### config.mk
export PLATFORM = sky130hd
export DESIGN_NAME = mdio_mgmt_master
export DESIGN_NICKNAME = d
export VERILOG_FILES = /design/src/rtl/mdio_pkg.sv /design/src/rtl/mdc_divider.sv /design/src/rtl/mdio_frame_seq.sv /design/src/rtl/mdio_cmd_reg.sv /design/src/rtl/mdio_mgmt_master.sv
export SDC_FILE = /design/constraint.sdc
export NUM_CORES = 1
export LEC_CHECK = 0
export ABC_AREA = 1
export CELL_PAD_IN_SITES_DETAIL_PLACEMENT = 2
export CELL_PAD_IN_SITES_GLOBAL_PLACEMENT = 2
export CORE_ASPECT_RATIO = 0.9
export CORE_MARGIN = 1
export CORE_UTILIZATION = 33
export CTS_CLUSTER_DIAMETER = 120
export DETAILED_ROUTE_END_ITERATION = 7
export DONT_BUFFER_PORTS = 1
export PLACE_DENSITY = 0.83
export REMOVE_ABC_BUFFERS = 1
export SETUP_SLACK_MARGIN = 0.3
export SLEW_MARGIN = 30
export SYNTH_ARGS = -nofsm -noshare
export SYNTH_HDL_FRONTEND = slang
export SYNTH_SLANG_ARGS = --single-unit
### constraint.sdc
create_clock -name clk -period 2.1 [get_ports clk]
set_input_delay 0.21 -clock clk [delete_from_list [all_inputs] [get_ports clk]]
set_output_delay 0.21 -clock clk [all_outputs]
set_load 0.02 [all_outputs]
### src/rtl/mdio_pkg.sv
// Package: shared types for the management master.
// Assumes: frame payload is the 32 bits after the preamble.
package mdio_pkg;

    typedef enum logic [1:0] {
        OP_RSV_LO = 2'b00,
        OP_WRITE  = 2'b01,
        OP_READ   = 2'b10,
        OP_RSV_HI = 2'b11
    } mdio_op_e;

    localparam int PAYLOAD_BITS = 32;
    localparam int HDR_BITS     = 14;   // start, opcode, two addresses
    localparam int TA_BITS      = 2;

endpackage

### src/rtl/mdc_divider.sv
// Module: mdc_divider
// Produces the management clock from the system clock while enabled.
// Assumes: HALF_PERIOD >= 2; the clock is held low and the phase counter is
// cleared whenever en is low, so every frame starts from the same phase.
module mdc_divider #(
    parameter int HALF_PERIOD = 4
) (
    input  logic clk,
    input  logic rst_n,
    input  logic en,
    output logic mdc,
    output logic rise_tick,
    output logic fall_tick
);
    localparam int CW = (HALF_PERIOD > 2) ? $clog2(HALF_PERIOD) : 1;
    localparam logic [CW-1:0] WRAP_AT = CW'(HALF_PERIOD - 1);

    logic [CW-1:0] phase_q;
    logic          mdc_q;
    logic          wrap;

    assign wrap      = (phase_q == WRAP_AT);
    assign rise_tick = en && wrap && !mdc_q;
    assign fall_tick = en && wrap && mdc_q;
    assign mdc       = mdc_q;

    // Purpose: count half periods and toggle the clock at each wrap.
    always_ff @(posedge clk) begin
        if (!rst_n || !en) begin
            phase_q <= '0;
            mdc_q   <= 1'b0;
        end else if (wrap) begin
            phase_q <= '0;
            mdc_q   <= ~mdc_q;
        end else begin
            phase_q <= phase_q + 1'b1;
        end
    end

    a_r2_ticks_exclusive: assert property (@(posedge clk) disable iff (!rst_n)
        rise_tick |=> !fall_tick);

endmodule

### src/rtl/mdio_frame_seq.sv
// Module: mdio_frame_seq
// Walks one management frame bit by bit: preamble, then the 32-bit payload.
// Advances on the falling clock tick and samples read data on the rising tick.
// Assumes: command fields stay stable while active (the register holds them).
module mdio_frame_seq
    import mdio_pkg::*;
#(
    parameter int PRE_LEN = 32
) (
    input  logic        clk,
    input  logic        rst_n,
    input  logic        start,
    input  mdio_op_e    op,
    input  logic [4:0]  phy_addr,
    input  logic [4:0]  reg_addr,
    input  logic [15:0] wdata,
    input  logic        rise_tick,
    input  logic        fall_tick,
    input  logic        mdio_i,
    output logic        active,
    output logic        done,
    output logic        mdio_o,
    output logic        mdio_oe,
    output logic [15:0] rdata
);
    localparam int TOTAL = PRE_LEN + PAYLOAD_BITS;
    localparam int IW    = $clog2(TOTAL + 1);
    localparam logic [IW-1:0] LAST_W = IW'(TOTAL - 1);
    localparam logic [IW-1:0] PRE_W  = IW'(PRE_LEN);
    localparam logic [IW-1:0] TA_W   = IW'(PRE_LEN + HDR_BITS);
    localparam logic [IW-1:0] DAT_W  = IW'(PRE_LEN + HDR_BITS + TA_BITS);

    logic          active_q;
    logic [IW-1:0] idx_q;
    logic [15:0]   shift_q;
    logic [31:0]   payload;
    logic [IW-1:0] off;
    logic          is_read;
    logic          last_bit;

    assign is_read  = (op == OP_READ);
    assign last_bit = (idx_q == LAST_W);
    assign payload  = {2'b01, op, phy_addr, reg_addr, 2'b10, wdata};
    assign off      = idx_q - PRE_W;
    assign active   = active_q;
    assign done     = active_q && fall_tick && last_bit;
    assign rdata    = shift_q;

    // Purpose: track the current bit time of the frame.
    always_ff @(posedge clk) begin
        if (!rst_n) begin
            active_q <= 1'b0;
            idx_q    <= '0;
        end else if (start && !active_q) begin
            active_q <= 1'b1;
            idx_q    <= '0;
        end else if (active_q && fall_tick) begin
            if (last_bit) active_q <= 1'b0;
            else          idx_q    <= idx_q + 1'b1;
        end
    end

    // Purpose: collect returned data bits MSB first on rising clock ticks.
    always_ff @(posedge clk) begin
        if (!rst_n) begin
            shift_q <= '0;
        end else if (active_q && rise_tick && is_read && idx_q >= DAT_W) begin
            shift_q <= {shift_q[14:0], mdio_i};
        end
    end

    // Purpose: select the bit to drive and whether to drive at all.
    always_comb begin
        mdio_oe = active_q && !(is_read && idx_q >= TA_W);
        if (!active_q || idx_q < PRE_W) mdio_o = 1'b1;
        else                            mdio_o = payload[~off[4:0]];
    end

    a_r11_idle_released: assert property (@(posedge clk) disable iff (!rst_n)
        !active_q |-> !mdio_oe);

    a_r6_capture_only_in_read: assert property (@(posedge clk) disable iff (!rst_n)
        (active_q && !is_read) |=> $stable(shift_q));

endmodule

### src/rtl/mdio_cmd_reg.sv
// Module: mdio_cmd_reg
// Holds the 32-bit command/status word and runs the ready/interrupt handshake.
// Assumes: writes are accepted only while ready is set; reserved opcodes are
// stored but complete on the next cycle without a frame.
module mdio_cmd_reg
    import mdio_pkg::*;
(
    input  logic        clk,
    input  logic        rst_n,
    input  logic        wr_en,
    input  logic [31:0] wr_data,
    input  logic        done,
    input  logic [15:0] rdata,
    output logic        start,
    output mdio_op_e    op,
    output logic [4:0]  phy_addr,
    output logic [4:0]  reg_addr,
    output logic [15:0] data,
    output logic [31:0] rd_data,
    output logic        irq
);
    logic        ie_q, ready_q, noop_q, irq_q;
    mdio_op_e    op_q;
    logic [4:0]  phy_q, ra_q;
    logic [15:0] dat_q;
    logic        accept;
    logic        op_valid;
    mdio_op_e    wr_op;

    assign wr_op    = mdio_op_e'(wr_data[27:26]);
    assign op_valid = (wr_op == OP_WRITE) || (wr_op == OP_READ);
    assign accept   = wr_en && ready_q;
    assign start    = accept && op_valid;

    assign op       = op_q;
    assign phy_addr = phy_q;
    assign reg_addr = ra_q;
    assign data     = dat_q;
    assign irq      = irq_q;
    assign rd_data  = {2'b00, ie_q, ready_q, op_q, phy_q, ra_q, dat_q};

    // Purpose: load commands, complete them and raise the interrupt.
    always_ff @(posedge clk) begin
        if (!rst_n) begin
            ie_q    <= 1'b0;
            ready_q <= 1'b1;
            noop_q  <= 1'b0;
            irq_q   <= 1'b0;
            op_q    <= OP_RSV_LO;
            phy_q   <= '0;
            ra_q    <= '0;
            dat_q   <= '0;
        end else if (accept) begin
            ie_q    <= wr_data[29];
            op_q    <= wr_op;
            phy_q   <= wr_data[25:21];
            ra_q    <= wr_data[20:16];
            dat_q   <= wr_data[15:0];
            ready_q <= 1'b0;
            irq_q   <= 1'b0;
            noop_q  <= !op_valid;
        end else if (noop_q) begin
            ready_q <= 1'b1;
            noop_q  <= 1'b0;
        end else if (done) begin
            ready_q <= 1'b1;
            irq_q   <= ie_q;
            if (op_q == OP_READ) dat_q <= rdata;
        end
    end

    a_r9_busy_write_ignored: assert property (@(posedge clk) disable iff (!rst_n)
        (wr_en && !ready_q && !done && !noop_q) |=> (rd_data == $past(rd_data)));

    a_r8_irq_only_when_ready: assert property (@(posedge clk) disable iff (!rst_n)
        irq_q |-> ready_q);

    a_r10_noop_finishes: assert property (@(posedge clk) disable iff (!rst_n)
        noop_q |=> ready_q && !irq_q);

endmodule

### src/rtl/mdio_mgmt_master.sv
// Module: mdio_mgmt_master (top)
// Ties the command register, the frame sequencer and the clock divider.
// Assumes: the board pulls the data line high; mdio_o is only meaningful
// while mdio_oe is 1.
module mdio_mgmt_master
    import mdio_pkg::*;
#(
    parameter int HALF_PERIOD = 4,
    parameter int PRE_LEN     = 32
) (
    input  logic        clk,
    input  logic        rst_n,
    input  logic        wr_en,
    input  logic [31:0] wr_data,
    output logic [31:0] rd_data,
    output logic        irq,
    output logic        mdc,
    output logic        mdio_o,
    output logic        mdio_oe,
    input  logic        mdio_i
);
    logic        start, active, done, rise_tick, fall_tick;
    mdio_op_e    op;
    logic [4:0]  phy_addr, reg_addr;
    logic [15:0] data, rdata;

    mdio_cmd_reg u_reg (
        .clk(clk), .rst_n(rst_n), .wr_en(wr_en), .wr_data(wr_data),
        .done(done), .rdata(rdata), .start(start), .op(op),
        .phy_addr(phy_addr), .reg_addr(reg_addr), .data(data),
        .rd_data(rd_data), .irq(irq)
    );

    mdio_frame_seq #(.PRE_LEN(PRE_LEN)) u_seq (
        .clk(clk), .rst_n(rst_n), .start(start), .op(op),
        .phy_addr(phy_addr), .reg_addr(reg_addr), .wdata(data),
        .rise_tick(rise_tick), .fall_tick(fall_tick), .mdio_i(mdio_i),
        .active(active), .done(done), .mdio_o(mdio_o), .mdio_oe(mdio_oe),
        .rdata(rdata)
    );

    mdc_divider #(.HALF_PERIOD(HALF_PERIOD)) u_div (
        .clk(clk), .rst_n(rst_n), .en(active),
        .mdc(mdc), .rise_tick(rise_tick), .fall_tick(fall_tick)
    );

    a_r2_mdc_low_when_ready: assert property (@(posedge clk) disable iff (!rst_n)
        rd_data[28] |-> !mdc);

    a_r11_released_when_ready: assert property (@(posedge clk) disable iff (!rst_n)
        rd_data[28] |-> !mdio_oe);

    a_r4_stable_at_rise: assert property (@(posedge clk) disable iff (!rst_n)
        $rose(mdc) |-> ($stable(mdio_o) && $stable(mdio_oe)));

endmodule

Word level (Yosys, flattened, before mapping)
Index checks and enable logic that the tools add are counted.
{"block": "classes", "addsub": 3, "eq_ne": 6, "n_bitwise": 5, "reduce_logical": 34, "n_mux": 13, "n_lt_le_gt_ge": 4}
{"cell": "$mux 16", "n": 4}
{"cell": "$ge 7x6->1 const B", "n": 2}
{"cell": "$logic_and 1x1->1", "n": 13}
{"cell": "$mux 1", "n": 8}
{"cell": "$reduce_and 2->1", "n": 4}
{"cell": "$reduce_bool 2->1", "n": 4}
{"cell": "$add 7x1->7 const B", "n": 1}
{"cell": "$eq 7x6->1 const B", "n": 1}
{"cell": "$lt 7x6->1 const B", "n": 1}
{"cell": "$eq 2x2->1 const B", "n": 3}
{"cell": "$lt 5x6->1 const B", "n": 1}
{"cell": "$reduce_or 2->1", "n": 3}
{"cell": "$bmux 1 s5", "n": 1}
{"cell": "$logic_not 1->1", "n": 5}
{"cell": "$not 5->5", "n": 1}
{"cell": "$sub 5x1->5 const B", "n": 1}
{"cell": "$not 1->1", "n": 4}
{"cell": "$logic_or 1x1->1", "n": 3}
{"cell": "$reduce_and 3->1", "n": 1}
{"cell": "$reduce_bool 3->1", "n": 1}
{"cell": "$add 2x1->2 const B", "n": 1}
{"cell": "$eq 2x1->1 const B", "n": 1}
{"cell": "$ne 2x2->1 const B", "n": 1}
{"block": "word_totals", "elab_cells": 78, "output_inout_bits": 36, "in_bits": 36, "regBits": 59}

Logic depth before layout (Yosys ltp)
Gate-level depths: netlist of the first run.
{"block": "depth", "word_depth": 8, "depth_mapped": 10, "ltp_nobuf": 10}

By module
From an unflattened synthesis of the first run, not the netlist that was laid out.
{"block": "hier_totals", "hier_cells": 499, "area_unflattened_um2": 3364.5}
{"mod": "mdio_cmd_reg", "seq_area_each_um2": 640.6, "n_inst": 1, "cells_per_inst": 266, "area_each_um2": 1825.5}
{"mod": "mdio_frame_seq", "seq_area_each_um2": 480.5, "n_inst": 1, "cells_per_inst": 216, "area_each_um2": 1410.1}
{"mod": "mdc_divider", "seq_area_each_um2": 60.1, "n_inst": 1, "cells_per_inst": 17, "area_each_um2": 128.9}

Least setup slack after synthesis of the first run
No wires, ideal clock.
{"block": "synth_path", "path_kind": "reg-to-reg", "from": "register u_div.mdc_q, in the netlist u_div.mdc", "to": "register u_reg.dat_q[10], in the netlist u_reg.data[10]", "n_path_buf": 2, "required_time_ps": 1988, "setup_time_ps": 112, "stages_incl_launch_ff": 9, "arrival_ps": 1534, "slack_ps": 454, "synth_period_minus_slack_ps": 1646, "path_cell_list": "dfxtp_1 > inv_1 > nor3_4 > nand4_4 > and2_1 > buf_6 > buf_6 > nor2_1 > nor2_1"}
{"block": "synth_between", "elab_chain_cells": 5}
{"item": "start, declared", "line_no": "mdc_divider.sv:19", "text": "logic mdc_q;"}
{"item": "start signal, assigned", "line_no": "mdc_divider.sv:34", "text": "mdc_q <= ~mdc_q;"}
{"item": "$logic_and 1x1->1", "line_no": "mdc_divider.sv:24", "text": "assign fall_tick = en && wrap && mdc_q;"}
{"item": "$logic_and 1x1->1 (2 in a row)", "line_no": "mdio_frame_seq.sv:46", "text": "assign done = active_q && fall_tick && last_bit;"}
{"item": "$reduce_bool 2->1 (no line)"}
{"item": "$reduce_and 3->1 (no line)"}
{"item": "end signal, assigned", "line_no": "mdio_cmd_reg.sv:58", "text": "dat_q <= wr_data[15:0];"}
{"item": "end signal, assigned", "line_no": "mdio_cmd_reg.sv:68", "text": "if (op_q == OP_READ) dat_q <= rdata;"}
{"item": "end, declared", "line_no": "mdio_cmd_reg.sv:25", "text": "logic [15:0] dat_q;"}
No other way between the ends.
A chain may end at the register's enable or synchronous reset.

Worst setup path after layout of the first run
{"block": "layout_path", "from": "register u_seq.idx_q[1]", "to": "output mdio_o"}
{"block": "layout_between", "elab_chain_cells": 5, "elab_cells_between_ends": 7, "cone_classes": "add/sub (1); order compare (1); mux (3); bitwise (1); reduce/logical (1)"}
{"item": "start, declared", "line_no": "mdio_frame_seq.sv:34", "text": "logic [IW-1:0] idx_q;"}
{"item": "start signal, assigned", "line_no": "mdio_frame_seq.sv:59", "text": "else idx_q <= idx_q + 1'b1;"}
{"item": "$sub 5x1->5", "line_no": "mdio_frame_seq.sv:44", "text": "assign off = idx_q - PRE_W;"}
{"item": "$not 5->5", "line_no": "mdio_frame_seq.sv:76", "text": "else mdio_o = payload[~off[4:0]];"}
{"item": "$bmux 1 s5", "line_no": "mdio_frame_seq.sv:76"}
{"item": "$mux 1 (not written as such)", "line_no": "mdio_frame_seq.sv:76"}
{"item": "$mux 1 (*)", "line_no": "mdio_frame_seq.sv:75", "text": "if (!active_q || idx_q < PRE_W) mdio_o = 1'b1;"}
{"item": "end, declared", "line_no": "mdio_mgmt_master.sv:18", "text": "output logic mdio_o,"}
Every way passes the cells marked *; elsewhere a longest branch is shown, timed or not. The select of a mux whose other input is x is not followed.

==> flow_summary.toml, run 1 <==
[sta]
setup_tns_ns = 0
setup-violations-final = 0
rsz0062_at_grt = "yes"
finClkSkew_ns = 0.01244
min_period_ns = 1.884
max_freq_mhz = 530.8
drv_slew = 0
fin_crit_sh_pct = 89.72
hold_violations = 0

[clocking]
tritoncts = "yes"
cts_root_buf = "clkbuf_8"
cts_sinks = 59
cts-htree-levels = 3
clk_pin_slew_ns = 0.07
clockBufferDepth = 2
numCtsBuffers = 9
insertion_delay_ns = 0.34

[die]
core-area_um2 = 8184
ios = 72
die_w_um = 99.66
die_h_um = 89.90
initial_core_util_pct = 34.61
design.die.area_um2 = 8959
placementRows = 31

[setup_path]
cp-end-kind = "primary output"
r2r-end = "u_reg.data[2]$_SDFFE_PN0P_"
reg2reg_depth = 9
critPathKind = "reg2out"
startpoint_type = "flip-flop"
arrival_ns = 1.67
cp-startpoint = "u_seq.idx_q[1]$_SDFFE_PP0P_"
reg2reg_slack_ns = 0.36
timing.critical_path.required_ns = 1.89
critPathMaxFanout = 6
regToRegStartpoint = "u_div.phase_q[0]$_SDFF_PP0_"

[placed_design]
port_buffers = 0
gp_congestion = 0.8172
dp_hpwl_mm = 5.953
dp.cells = 519

[pwr]
finalPower_mw = 2.509
peakVddDrop_mv = 0.3363
p_leak_nw = 1.433
power_density_nw_per_um2 = 738.2

[grt]
grt_pass1_vias = 2999
grt_start_max_net_pins = 38
antenna_found_initial = 0
grt-ovfl-total = 0
grt_pass1_wl_mm = 15.04
track_usage_pct = 21.44

[routing]
vias_per_cell = 4.969
vias = 2768
dr.pass1.iters = 4
wire_per_inst_um = 16.70
drt_iter0_markers = 62
finalWirelength_mm = 9.302
postRouteAntennaNets = 0
route.detailed.drc = 0

[logic_synthesis]
avgSynthCellArea_um2 = 6.826
ys_seq_elements = 59
yosysSeqAreaShare_pct = 41.70
netlist_instances = 415
syn-cell-area_um2 = 2833
synthDistinctLibCells = 30
yosys_warnings = 0

[final_layout]
n_antenna_cell = 0
final_cell_count_no_fill = 557
area_growth_pct = 19.96
fin_nets = 476
drive_gt1_share_pct = 14.25
fill_cells = 986

[outcome]
outcome = "complete, no violations"

[min_path]
hp-start = "wr_data[27]"
hold_class = "in2reg"
min_to = "u_reg.op[1]$_SDFFE_PN0P_"
min_path_cells = 2

[job]
maxCapViolCount = 0
==> cells in the final DEF (no fill, tap or decap), types with 12 or more instances in the layout <==
cell	count
a21oi_1	23
buf_4	20
clkbuf_8	12
dfxtp_1	53
dlygate4sd3_1	12
inv_1	44
nand2_1	93
nand3_1	35
nor2_1	42
o21ai_0	46
==> where the power goes <==
group	internal, mW	switching, mW
Combinational	0.102	0.170
Clock	0.515	0.452
Sequential	1.17	0.0991
==> cells in the mapped netlist <==
| cell type | instances | share of area, % |
|---|---|---|
| nand3b_1 | 9 | 2.4 |
| nand2_2 | 2 | 0.44 |
| nand4_1 | 2 | 0.44 |
| nor3b_1 | 1 | 0.27 |
| a21oi_1 | 23 | 4.1 |
| o21ai_0 | 48 | 8.5 |
| nor2_4 | 1 | 0.40 |
| o211ai_1 | 3 | 0.79 |
| a31oi_1 | 1 | 0.22 |
| inv_1 | 47 | 6.2 |
| nor3_4 | 1 | 0.57 |
| dfxtp_1 | 59 | 42 |
| ha_1 | 2 | 0.88 |
| buf_4 | 4 | 1.1 |
| nand4_4 | 1 | 0.75 |
| nor3_1 | 6 | 1.1 |
| clkbuf_1 | 14 | 1.9 |
| buf_1 | 2 | 0.27 |
| nand2_1 | 97 | 13 |
| nand3_1 | 37 | 6.5 |
| buf_6 | 2 | 0.79 |
| xor2_1 | 2 | 0.62 |
| inv_2 | 1 | 0.13 |
| a211oi_1 | 1 | 0.27 |
| buf_2 | 1 | 0.18 |
| conb_1 | 1 | 0.13 |
| nor2_1 | 43 | 5.7 |
| nor2_2 | 2 | 0.44 |
| and2_1 | 1 | 0.22 |
| o21a_1 | 1 | 0.27 |
==> registers in the layout, summed over array words and instances, names as in the netlist <==
signal          count
u_reg.noop_q        1
u_reg.ready_q       1
u_div.mdc           1
u_reg.op            2
u_reg.reg_addr      5
u_seq.active        1
u_reg.irq           1
u_reg.phy_addr      5
u_reg.ie_q          1
u_seq.idx_q         7
u_reg.data         16
u_div.phase_q       2
u_seq.rdata        16
==> through the flow <==
stage	instance area, um^2	setup slack [ns]	util, %	hold slack (ns)
2_1_floorplan	2719	0.09224	-	0.3131
3_5_place_dp	2945	0.1375	35.99	0.3204
6_report	3398	0.2159	41.52	0.0008842
3_3_place_gp	2945	0.2489	35.99	0.3159
5_1_grt	3398	0.1020	41.52	-0.0003076
4_1_cts	3364	0.2748	41.11	0.0005252
==> worst max path at each step <==
stage          depth (start not counted)                          end  slack (ns)
6_report                              11                       mdio_o        0.22
5_1_grt                               11                       mdio_o        0.10
4_1_cts                               11                       mdio_o        0.27
3_5_place_dp                           8  u_seq.idx_q[4]$_SDFFE_PP0P_        0.14
3_3_place_gp                           8  u_seq.idx_q[4]$_SDFFE_PP0P_        0.25
2_1_floorplan                          7  u_seq.idx_q[0]$_SDFFE_PP0P_        0.09
==> worst max-delay path, cell delays in order, from the launching register on <==
cell and delay (ns):
dfxtp_2 0.34, buf_6 0.13, clkinvlp_4 0.16, nand2_2 0.10
nand3_1 0.07, nand2_1 0.07, nand2_1 0.05, nand2_1 0.07
nand2_1 0.08, nand3_2 0.08, nand2_2 0.08, nand2_4 0.10
==> cell type report <==
| cell class | count | area, um^2 | area share [%] |
|---|---|---|---|
| Clock buffer | 13 | 168.9 | 4.971 |
| Tap cell | 115 | 143.9 | 4.234 |
| Multi-Input combinational cell | 286 | 1401 | 41.24 |
| Inverter | 48 | 187.7 | 5.523 |
| Sequential cell | 59 | 1194 | 35.13 |
| Clock inverter | 2 | 10.01 | 0.2946 |
| Timing Repair Buffer | 34 | 292.8 | 8.616 |
==> repair_timing <==
| action | 4_1_cts | 5_1_grt |
|---|---|---|
| hold buffers | 12 | 0 |
| endpoints found under the setup margin | 24 | 5 |
| buffers inserted | 9 | 2 |
| resized for setup | 21 | 7 |
| pin swaps | 3 | 3 |
| hold endpoints to repair | 16 | 0 |
==> layer usage <==
layer	vias to the layer above	track usage [%]	wire, um
met1	1312	24.78	4054
li1	1375	-	-
met4	0	5.882	95
met3	12	5.599	529
met2	69	38.56	4622
met5	-	0	0
==> logic make-up after synthesis <==
kind of cell | after synthesis | share of synthesized area (%)
adder cells (fa/ha/maj) | 2 | 0.8833
buffers and inverters | 71 | 10.51
other | 1 | 0.1324
AND/OR/NAND/NOR | 203 | 32.07
XOR/XNOR | 2 | 0.6185
flip-flops | 59 | 41.70
AO/OA/AOI/OAI | 77 | 14.09
(Power assumes the default switching activity.)
==> run 2, diff against run 1 <==
ABC_AREA = 0   (was 1)
CORE_UTILIZATION = 35   (was 33)
PLACE_DENSITY = 0.8   (was 0.83)
RECOVER_POWER = 50   (was not set)
SKIP_LAST_GASP = 1   (was not set)
==> run 2 against run 1 <==
The flow now finishes with violations (hold timing). Non-clock buffer count fell by 10. Area after synthesis fell by 0.88%. Via count fell by 17%. Sequential share of layout area rose by 0.62 points. Final cell count fell by 26%. Highest routed layer unchanged.
==> flow_summary.toml, run 2 <==
[outcome]
outcome = "finished, violations left"
violations = "hold timing"

[setup_path]
arrival_ns = 1.89
timing.critical_path.required_ns = 1.89
path_depth = 5
path_delay_family = "multiplexers"
reg2reg_depth = 6
cp-startpoint = "u_seq.idx_q[0]$_SDFFE_PP0P_"
crit_path_end = "mdio_o"
regToRegStartpoint = "u_reg.op[0]$_SDFFE_PN0P_"
slowest_delay_ns = 0.51
cp_num_buf_inv = 1
reg2reg_slack_ns = 0.24
slowest_stage = "mux4_2"
critPathMaxFanout = 5
startpoint_type = "flip-flop"
cp-end-kind = "primary output"
critPathKind = "reg2out"
critical_path.cell_chain = "buf_8 > mux4_2 > mux2i_2 > o2bb2ai_4 > a21oi_4"
r2r-end = "u_reg.data[14]$_SDFFE_PN0P_"

[die]
core-area_um2 = 7657
initial_core_util_pct = 36.67
die_w_um = 96.41
design.die.area_um2 = 8385
ios = 72
placementRows = 30
die_h_um = 86.97

[pwr]
finalPower_mw = 2.475
power_density_nw_per_um2 = 738.0
p_leak_nw = 1.333
peakVddDrop_mv = 0.4437

[grt]
track_usage_pct = 20.72
grt_pass1_vias = 2476
grt_start_max_net_pins = 33
grt_pass1_wl_mm = 12.74
grt-ovfl-total = 0
antenna_found_initial = 0

[routing]
drt_iter0_markers = 44
wire_per_inst_um = 22.16
finalWirelength_mm = 9.173
vias = 2301
dr.pass1.iters = 4
postRouteAntennaNets = 0
route.detailed.drc = 0
vias_per_cell = 5.558

[final_layout]
n_antenna_cell = 0
area_growth_pct = 19.43
layout_commonest_cell = "nand2_1"
drive_gt1_share_pct = 19.81
layout_common_cells = "64 x nand2_1, 53 x dfxtp_1, 20 x mux2i_1"
fill_cells = 827
fin_nets = 351
fin_area_um2 = 3353
final_cell_count_no_fill = 414

[sta]
finClkSkew_ns = 0.005580
max_freq_mhz = 476.4
hold_slack_ns = -0.003980
rsz0062_at_grt = "yes"
hold_violations = 2
min_period_ns = 2.099
setup-violations-final = 0
worst_pin_slew_ns = 0.8485
setup_ws_ns = 0.0007876
drv_slew = 0
slew_headroom_pct = 43.24
fin_crit_sh_pct = 99.96
setup_tns_ns = 0

[clocking]
cts_sinks = 59
insertion_delay_ns = 0.35
numCtsBuffers = 9
clk_pin_slew_ns = 0.07
clockBufferDepth = 2
tritoncts = "yes"
cts-htree-levels = 3
cts_root_buf = "clkbuf_8"

[logic_synthesis]
ys_top_cells_by_count = "65 x nand2_1, 59 x dfxtp_1, 21 x mux2i_1, 18 x nand3_1"
synth_top_family_by_area = "simple AND/OR/NAND/NOR gates"
synthAdderAreaFrac_pct = 0.8913
yosysMostFrequentCell = "nand2_1"
synth_mux_area_share_pct = 11.90
netlist_instances = 302
synth-simple-area-share_pct = 22.06
yosysTopAreaCellShare_pct = 42.07
synthTopCellsByArea = "dfxtp_1 42%, nand2_1 8.7%, mux2i_1 7.5%, o211a_1 5.7%, mux4_2 4.0%"
ys_seq_elements = 59
synth_edf_count = 0
yosys_warnings = 0
ys.flop_type = "dfxtp_1"
synthDistinctLibCells = 43
async_flop_share_pct = 0
synth_top_cell_by_area = "dfxtp_1"
avgSynthCellArea_um2 = 9.297
yosysSeqAreaShare_pct = 42.07
syn-cell-area_um2 = 2808
synth_compound_area_share_pct = 15.82
synth_xor_area_share_pct = 1.872

[placed_design]
pre_cts_ws_ns = 0.08220
port_buffers = 0
dp.cells = 387
place_area_um2 = 2898
gp_congestion = 0.7875
dp_hpwl_mm = 5.288

[job]
maxCapViolCount = 0

[min_path]
hold_class = "in2reg"
## run 2: changes by cell type after synthesis, moves of 13 or more
cell | before | now
a21boi_0 | 0 | 13
nand3_1 | 37 | 18
nand2_1 | 97 | 65
mux2i_1 | 0 | 21
a21oi_1 | 23 | 6
inv_1 | 47 | 1
nor2b_1 | 0 | 16
o21ai_0 | 48 | 3
nor2_1 | 43 | 11
o211a_1 | 0 | 16
## run 2: stage by stage
step	hold slack (ns)	utilization [%]
detailed placement	0.2853	37.84
global placement	0.2800	37.84
global route	-0.006331	43.79
finish	-0.003980	43.79
CTS	0.0009502	41.63
floorplan	0.2719	-
## run 2: repair_timing
item	4_1_cts	5_1_grt
pin swaps	0	2
endpoints found under the setup margin	22	26
setup buffers	2	2
endpoints found under the hold margin	21	3
cloned	0	3
hold buffers	3	1
gates resized for setup	18	19
## run 2: logic make-up after synthesis
family | count (synthesis)
simple gates | 128
flops | 59
compound gates | 53
mux | 27
buf+inv | 26
xor+xnor | 6
fa+ha+maj | 2
other cells | 1
## run 2: how the worst min path moves through the flow
stage | startpoint | end | cells past startpoint
3_5_place_dp | rst_n | u_reg.ready_q$_SDFFE_PN1P_ | 1
2_1_floorplan | rst_n | u_reg.ready_q$_SDFFE_PN1P_ | 1
6_report | rst_n | u_seq.rdata[2]$_SDFFE_PN0P_ | 1
4_1_cts | rst_n | u_seq.rdata[14]$_SDFFE_PN0P_ | 1
3_3_place_gp | rst_n | u_reg.ready_q$_SDFFE_PN1P_ | 1
5_1_grt | rst_n | u_seq.rdata[2]$_SDFFE_PN0P_ | 1
## run 2: worst reg2reg max path, stage by stage (launching register included)
cell and delay (ns):
dfxtp_1 0.41, or3b_4 0.43, o41ai_4 0.34, buf_6 0.19, buf_12 0.12, clkbuf_16 0.15
o211a_1 0.16
## run 2: final cells by class
class / instances / area, um^2 / area share [%]
well taps: 96 / 120.1 / 3.582
inverters: 1 / 3.754 / 0.1119
clock inverters: 2 / 10.01 / 0.2985
flip-flops and latches: 59 / 1199 / 35.75
clock buffers: 14 / 162.7 / 4.851
repair buffers: 24 / 261.5 / 7.799
multi-input cells: 218 / 1597 / 47.61
## run 2: where the power goes
group / internal (mW) / total (mW) / switching (mW)
logic: 0.117 / 0.253 / 0.136
clock network: 0.490 / 0.956 / 0.466
registers: 1.16 / 1.27 / 0.105
total: 1.77 / 2.47 / 0.706
## run 2: per-layer routing
layer | GRT usage [%] | vias up | part of all wire, %
li1 | - | 1076 | -
met1 | 23.91 | 1151 | 42
met2 | 36.62 | 61 | 51
met3 | 7.504 | 13 | 5.6
met4 | 4.412 | 0 | 1.3
met5 | 0 | - | 0
